$ cat config.mk
export PLATFORM = sky130hd
export DESIGN_NAME = pwr_alarm_seq
export DESIGN_NICKNAME = d
export VERILOG_FILES = /design/src/rtl/pwr_alarm_pkg.sv /design/src/rtl/pwr_wake_sync.sv /design/src/rtl/pwr_ctrl_regs.sv /design/src/rtl/pwr_seq.sv /design/src/rtl/pwr_alarm_seq.sv
export SDC_FILE = /design/constraint.sdc
export NUM_CORES = 1
export LEC_CHECK = 0
export ABC_AREA = 1
export CAP_MARGIN = 30
export CELL_PAD_IN_SITES_DETAIL_PLACEMENT = 1
export CELL_PAD_IN_SITES_GLOBAL_PLACEMENT = 1
export CORE_UTILIZATION = 23
export DETAILED_ROUTE_END_ITERATION = 12
export GPL_TIMING_DRIVEN = 0
export PLACE_DENSITY_LB_ADDON = 0.1
export RECOVER_POWER = 50
export SLEW_MARGIN = 20
export SYNTH_ARGS = -nofsm -noshare
export SYNTH_HDL_FRONTEND = slang
export SYNTH_SLANG_ARGS = --single-unit
$ cat constraint.sdc
create_clock -name clk -period 2.87 [get_ports clk]
set_clock_uncertainty 0.2 [all_clocks]
set_input_delay 0.4305 -clock clk [delete_from_list [all_inputs] [get_ports clk]]
set_output_delay 0.4305 -clock clk [all_outputs]
set_load 0.02 [all_outputs]
$ cat src/rtl/pwr_alarm_pkg.sv
`timescale 1ns/1ps
package pwr_alarm_pkg;

  localparam int CTRL_W      = 32;
  localparam int PWR_CTL_BIT = 16;

  typedef enum logic {
    PWR_OFF = 1'b0,
    PWR_ON  = 1'b1
  } pwr_state_e;

  // Writable control bits: enables [n-1:0], polarities [2n-1:n], power control.
  function automatic logic [CTRL_W-1:0] ctrl_mask(input int n_wake);
    logic [CTRL_W-1:0] m;
    m = '0;
    for (int i = 0; i < 2 * n_wake; i++) m[i] = 1'b1;
    m[PWR_CTL_BIT] = 1'b1;
    return m;
  endfunction

  // Reset value: every wake line disabled and set to active-low.
  function automatic logic [CTRL_W-1:0] ctrl_reset(input int n_wake);
    logic [CTRL_W-1:0] r;
    r = '0;
    for (int i = n_wake; i < 2 * n_wake; i++) r[i] = 1'b1;
    return r;
  endfunction

endpackage

$ cat src/rtl/pwr_wake_sync.sv
`timescale 1ns/1ps
module pwr_wake_sync #(
  parameter int N_WAKE      = 4,
  parameter int SYNC_STAGES = 2
) (
  input  logic              clk,
  input  logic              rst_n,
  input  logic [N_WAKE-1:0] wake_async,
  output logic [N_WAKE-1:0] wake_sync
);

  for (genvar g = 0; g < N_WAKE; g++) begin : g_line
    if (SYNC_STAGES > 1) begin : g_chain
      logic [SYNC_STAGES-1:0] sr;
      always_ff @(posedge clk or negedge rst_n) begin
        if (!rst_n) sr <= '0;
        else        sr <= {sr[SYNC_STAGES-2:0], wake_async[g]};
      end
      assign wake_sync[g] = sr[SYNC_STAGES-1];
    end else begin : g_single
      logic sr1;
      always_ff @(posedge clk or negedge rst_n) begin
        if (!rst_n) sr1 <= 1'b0;
        else        sr1 <= wake_async[g];
      end
      assign wake_sync[g] = sr1;
    end
  end

endmodule

$ cat src/rtl/pwr_ctrl_regs.sv
`timescale 1ns/1ps
module pwr_ctrl_regs
  import pwr_alarm_pkg::*;
#(
  parameter int N_WAKE = 4
) (
  input  logic              clk,
  input  logic              rst_n,
  input  logic              cfg_wr,
  input  logic [CTRL_W-1:0] cfg_wdata,
  input  logic              alarm_b_hit,
  input  logic              flag_clr,
  output logic [CTRL_W-1:0] ctrl_q,
  output logic              alarm_flag
);

  localparam logic [CTRL_W-1:0] MASK = ctrl_mask(N_WAKE);
  localparam logic [CTRL_W-1:0] RST  = ctrl_reset(N_WAKE);

  always_ff @(posedge clk or negedge rst_n) begin
    if (!rst_n)      ctrl_q <= RST;
    else if (cfg_wr) ctrl_q <= cfg_wdata & MASK;
  end

  // A match in the same cycle as a clear keeps the flag set.
  always_ff @(posedge clk or negedge rst_n) begin
    if (!rst_n)           alarm_flag <= 1'b0;
    else if (alarm_b_hit) alarm_flag <= 1'b1;
    else if (flag_clr)    alarm_flag <= 1'b0;
  end

endmodule

$ cat src/rtl/pwr_seq.sv
`timescale 1ns/1ps
module pwr_seq
  import pwr_alarm_pkg::*;
(
  input  logic clk,
  input  logic rst_n,
  input  logic off_evt,
  input  logic wake_any,
  output logic pwr_en,
  output logic wake_req
);

  pwr_state_e state;

  always_ff @(posedge clk or negedge rst_n) begin
    if (!rst_n) begin
      state    <= PWR_ON;
      wake_req <= 1'b0;
    end else begin
      wake_req <= 1'b0;
      unique case (state)
        PWR_ON:  if (off_evt) state <= PWR_OFF;
        PWR_OFF: if (wake_any) begin
          state    <= PWR_ON;
          wake_req <= 1'b1;
        end
        default: state <= PWR_ON;
      endcase
    end
  end

  assign pwr_en = (state == PWR_ON);

endmodule

$ cat src/rtl/pwr_alarm_seq.sv
`timescale 1ns/1ps
module pwr_alarm_seq
  import pwr_alarm_pkg::*;
#(
  parameter int N_WAKE      = 4,   // 1..8, polarity bits must stay below bit 16
  parameter int SYNC_STAGES = 2
) (
  input  logic              clk,
  input  logic              rst_n,
  input  logic              cfg_wr,
  input  logic [31:0]       cfg_wdata,
  output logic [31:0]       cfg_rdata,
  input  logic              alarm_b_clr,
  input  logic              alarm_b_hit,
  input  logic              alarm_b_ie,
  input  logic [N_WAKE-1:0] wake_in,
  output logic              pwr_en_o,
  output logic              wake_req_o,
  output logic              alarm_b_flag_o,
  output logic              alarm_b_irq_o
);

  localparam int POL_LSB = N_WAKE;

  // Per-line activity: enabled and at the configured level (pol set = active-low).
  function automatic logic [N_WAKE-1:0] wake_hits(input logic [N_WAKE-1:0] lvl,
                                                  input logic [N_WAKE-1:0] en,
                                                  input logic [N_WAKE-1:0] pol_low);
    logic [N_WAKE-1:0] h;
    for (int i = 0; i < N_WAKE; i++) h[i] = en[i] && (pol_low[i] ? !lvl[i] : lvl[i]);
    return h;
  endfunction

  logic [CTRL_W-1:0] ctrl_q;
  logic              alarm_flag;
  logic [N_WAKE-1:0] wake_lvl;
  logic [N_WAKE-1:0] wake_hit;
  logic              wake_any;
  logic              pwr_ctl_en;
  logic              off_evt;

  pwr_ctrl_regs #(.N_WAKE(N_WAKE)) u_regs (
    .clk        (clk),
    .rst_n      (rst_n),
    .cfg_wr     (cfg_wr),
    .cfg_wdata  (cfg_wdata),
    .alarm_b_hit(alarm_b_hit),
    .flag_clr   (alarm_b_clr),
    .ctrl_q     (ctrl_q),
    .alarm_flag (alarm_flag)
  );

  pwr_wake_sync #(.N_WAKE(N_WAKE), .SYNC_STAGES(SYNC_STAGES)) u_sync (
    .clk       (clk),
    .rst_n     (rst_n),
    .wake_async(wake_in),
    .wake_sync (wake_lvl)
  );

  assign wake_hit   = wake_hits(wake_lvl, ctrl_q[N_WAKE-1:0], ctrl_q[POL_LSB +: N_WAKE]);
  assign wake_any   = |wake_hit;
  assign pwr_ctl_en = ctrl_q[PWR_CTL_BIT];
  assign off_evt    = alarm_b_hit && pwr_ctl_en;

  pwr_seq u_seq (
    .clk     (clk),
    .rst_n   (rst_n),
    .off_evt (off_evt),
    .wake_any(wake_any),
    .pwr_en  (pwr_en_o),
    .wake_req(wake_req_o)
  );

  assign cfg_rdata      = ctrl_q;
  assign alarm_b_flag_o = alarm_flag;
  assign alarm_b_irq_o  = alarm_flag && alarm_b_ie;

endmodule

# Word level (Yosys, flattened, before mapping)
# Index checks and enable logic that the tools add are counted.
# word_totals
output_inout_bits	36
input_bits	42
elab_cells	31
ff_bits	20
# op_classes
n_mux	10
n_reduce_logical	12
bitwise_logic	1
# op_table
operator	n
$mux 1	9
$logic_and 1x1->1	6
$logic_not 1->1	4
$reduce_or 4->1	1
$pmux 1 s2	1
$reduce_bool 2->1	1
$not 1->1	1

# Logic depth before layout (Yosys ltp)
# depth
depth_word	6
ltp_mapped	8
ltp_nobuf	8

# Cells and area by module
# From an unflattened synthesis, not the netlist that was laid out.
# unflattened
hier_cells	113
area_unflattened_um2	972.2
# modules_own_cells
module	instances	area_per_inst_um2	cells_per_inst
pwr_ctrl_regs	1	563.0	67
pwr_wake_sync	1	230.2	12
pwr_alarm_seq	1	100.1	26
pwr_seq	1	78.8	8

# Worst setup path after synthesis
# Ideal clock, no wire load.
# synth_timing
path_kind	reg2out
from	register u_regs.alarm_flag
to	output port alarm_b_irq_o
n_path_buf	0
slack_ns	1.580
stages_incl_launch_ff	3
t_arrival_ns	0.660
path_cell_list	dfrtp_1 -> nand2_1 -> inv_1
# synth_via
elab_chain_len	1
# synth_lines
item	line	source
start: declaration	pwr_ctrl_regs.sv:14	output logic alarm_flag
start signal: assignment	pwr_ctrl_regs.sv:27	if (!rst_n) alarm_flag <= 1'b0;
start signal: assignment	pwr_ctrl_regs.sv:28	else if (alarm_b_hit) alarm_flag <= 1'b1;
start signal: assignment	pwr_ctrl_regs.sv:29	else if (flag_clr) alarm_flag <= 1'b0;
$logic_and 1x1->1	pwr_alarm_seq.sv:76	assign alarm_b_irq_o = alarm_flag && alarm_b_ie;
end: declaration	pwr_alarm_seq.sv:20	output logic alarm_b_irq_o
# Every way passes these cells.

# Final worst setup path
# layout_timing
from	input port alarm_b_ie
to	output port alarm_b_irq_o
# layout_via
elab_chain_len	1
# layout_lines
item	line	source
start: declaration	pwr_alarm_seq.sv:15	input logic alarm_b_ie,
$logic_and 1x1->1	pwr_alarm_seq.sv:76	
# Every way passes these cells.

==> metrics.txt <==
outcome completed; type of the worst setup path in2out; synth-to-layout area growth 56.6%; setup violation total in the final timing report 0; number of CTS-inserted buffers 3; via count just under 700; Avg Inst Size Synth slightly above 10 µm²; final hold violation count 0; Final Max Tran Viols 0; number of warnings printed during yosys synthesis 0; initial antenna violation count 0; detailed-router iteration count before antenna repair 2; count of routing violations after the opening detailed-route iteration 3; clock latency on the worst-skew pair roughly 0.26 ns; Floorplan Core Area 3770 µm²; Period minus WS final roughly 2.2 ns; remaining antenna violation count after routing 0; sequential fraction of the synthesis area between 50% and 60%; number of distinct library cell variants in the gate-level netlist after synthesis 12; transition at the pin with the smallest max-transition slack approximately 0.65 ns; GPL Wtd Cong about 0.62; global-route wire length before repair 2.87 mm; count of mapped cells out of synthesis 90; maximum root-to-sink buffer count 2; CTS root buf sky130_fd_sc_hd__clkbuf_8; worst-path fanout max 1; I/O pin count 78; top area cells in the synthesized netlist sky130_fd_sc_hd__dfrtp_1 40%, sky130_fd_sc_hd__buf_4 19%, sky130_fd_sc_hd__dfstp_2 14%, sky130_fd_sc_hd__mux2_4 6.4%, sky130_fd_sc_hd__nand2_1 6.4%; Remaining DRCs 0; pin count of the biggest net entering global routing 21; worst endpoint data arrival time 1.57 ns; worst vdd rail ir drop around 0.00025 V; Clock transition at path regs 0.08 ns; Req. time, crit path between 2 and 2.5 ns; count of placed standard cells including taps 191; setup repair after global routing missed its margin false; total length of routed wires between 1.5 and 2 mm; y dimension of the die approximately 66 µm; DIE AREA ~4300 µm²; NumNets Final approximately 190; Setup Total Neg Slack 0 ns; Slew Limit Headroom a little under three fifths; total power density per cell area 578 nW/µm²; die span in x between 60 and 70 µm; CTS sink cnt 20; Mapped Area between 900 and 1000 µm²; num rows 22; vias per cell roughly 3.6; static leakage 0.758 nW; quantity of I/O buffers inserted on ports 31; post-CTS setup repair buffer count 0; Hold Path Class reg2reg; type of destination of the critical path output pin; via count of the first global-routing pass ~660; Final period util approximately three quarters; ant diodes 0; max frequency about 450 MHz; filler-free cell count of the finished design between 150 and 200; element type at the critical path start input port; Overall Global Routing Usage 8.74%; cell type with the highest aggregate area in the netlist sky130_fd_sc_hd__dfrtp_1; Post-CTS Hold Buffers 0; overall power consumption between 0.8 and 0.9 mW; total grt overflow 0; top library cells by usage in the layout, fill and taps aside 25 x sky130_fd_sc_hd__clkdlybuf4s50_1, 23 x sky130_fd_sc_hd__buf_4, 23 x sky130_fd_sc_hd__conb_1; fraction of final layout cells sized beyond drive strength 1 about a quarter; # H-tree levels 1; placed wire-length estimate after detailed placement between 1 and 1.5 mm; number of instances resized during post-cts repair 0; average wire per standard cell ~9.4 µm; number of maximum-capacitance violations 0; total of flip-flops plus latches after synthesis 20; most common library cell in the layout ignoring fill and taps sky130_fd_sc_hd__clkdlybuf4s50_1; fraction of synthesized cell area taken by the top area cell type 40.3%; initial cell density of the core around a quarter; CTS tree built
sequential cells by signal, summed over array words and instances, names as in the netlist:
signal,count
u_regs.ctrl_q,9
u_seq.wake_req,1
u_regs.alarm_flag,1
u_seq.pwr_en,1
u_sync.g_line.g_chain.sr,8
critical path, stage by stage:
cell                              delay, ns
sky130_fd_sc_hd__clkdlybuf4s50_1       0.45
sky130_fd_sc_hd__nand2_1               0.05
sky130_fd_sc_hd__inv_1                 0.05
sky130_fd_sc_hd__clkdlybuf4s50_1       0.59
cell type report:
class	instances	area, µm²
multi-input cells	57	283
inverters	11	41.3
fillers	435	2310
repair buffers	32	314
plain buffers	24	184
clock buffers	3	41.3
well taps	48	60.1
clock inverters	1	30.0
flip-flops and latches	20	507
where the power goes:
| part | switching, mW | leakage, nW | internal (mW) |
|---|---|---|---|
| logic | 0.111 | 0.494 | 0.112 |
| clock network | 0.0928 | 0.0357 | 0.186 |
| registers | 0.0195 | 0.228 | 0.323 |
| total | 0.223 | 0.758 | 0.620 |
metrics by stage:
| stage | util (%) | hold WS (ns) | setup slack (ns) | cell area (µm²) |
|---|---|---|---|---|
| after global routing | 38.7 | 0.161 | 0.605 | 1460 |
| after detailed placement | 36.7 | 0.136 | 0.671 | 1390 |
| final | 38.7 | 0.152 | 0.671 | 1460 |
| after global placement | 36.7 | 0.133 | 0.675 | 1390 |
| after CTS | 38.6 | 0.155 | 0.671 | 1460 |
| after floorplan | - | -0.0651 | 1.58 | 1010 |
routing by layer:
metal	global-route usage (%)	up-vias	routed length (µm)
li1	-	345	-
met1	9.97	313	770
met2	15.6	36	882
met3	1.56	2	169
met4	4.08	0	19
met5	0	-	0
cells in the mapped netlist:
cell type / n
sky130_fd_sc_hd__buf_4: 23
sky130_fd_sc_hd__buf_6: 1
sky130_fd_sc_hd__conb_1: 1
sky130_fd_sc_hd__dfrtp_1: 15
sky130_fd_sc_hd__dfstp_2: 5
sky130_fd_sc_hd__inv_1: 11
sky130_fd_sc_hd__mux2_2: 2
sky130_fd_sc_hd__mux2_4: 4
sky130_fd_sc_hd__nand2_1: 16
sky130_fd_sc_hd__nand3_1: 2
sky130_fd_sc_hd__nor2_1: 5
sky130_fd_sc_hd__o21ai_0: 5
logic make-up (layout without fill, tap and decap cells):
group,Yosys count,after routing,share of synthesized area [%]
simple gates,23,23,9.53
other cells,1,23,0.402
mux,6,6,8.86
compound gates,5,5,2.68
flops,20,20,54.4
buf+inv,35,71,24.2
final timing paths:
check,startpoint,to,slack (ns),depth (start not counted)
worst max register to register,u_regs.ctrl_q[5],u_seq.wake_req,1.57,7
max in group asynchronous,rst_n,u_sync.g_line[0].g_chain.sr[1],1.22,2
worst max-delay path,alarm_b_ie,alarm_b_irq_o,0.67,4
worst min-delay path,u_sync.g_line[2].g_chain.sr[0],u_sync.g_line[2].g_chain.sr[1],0.15,0
worst min register to register,u_sync.g_line[2].g_chain.sr[0],u_sync.g_line[2].g_chain.sr[1],0.15,0
min in group asynchronous,rst_n,u_regs.ctrl_q[2],0.34,1
Note: power is estimated with default switching activity, not from simulation.
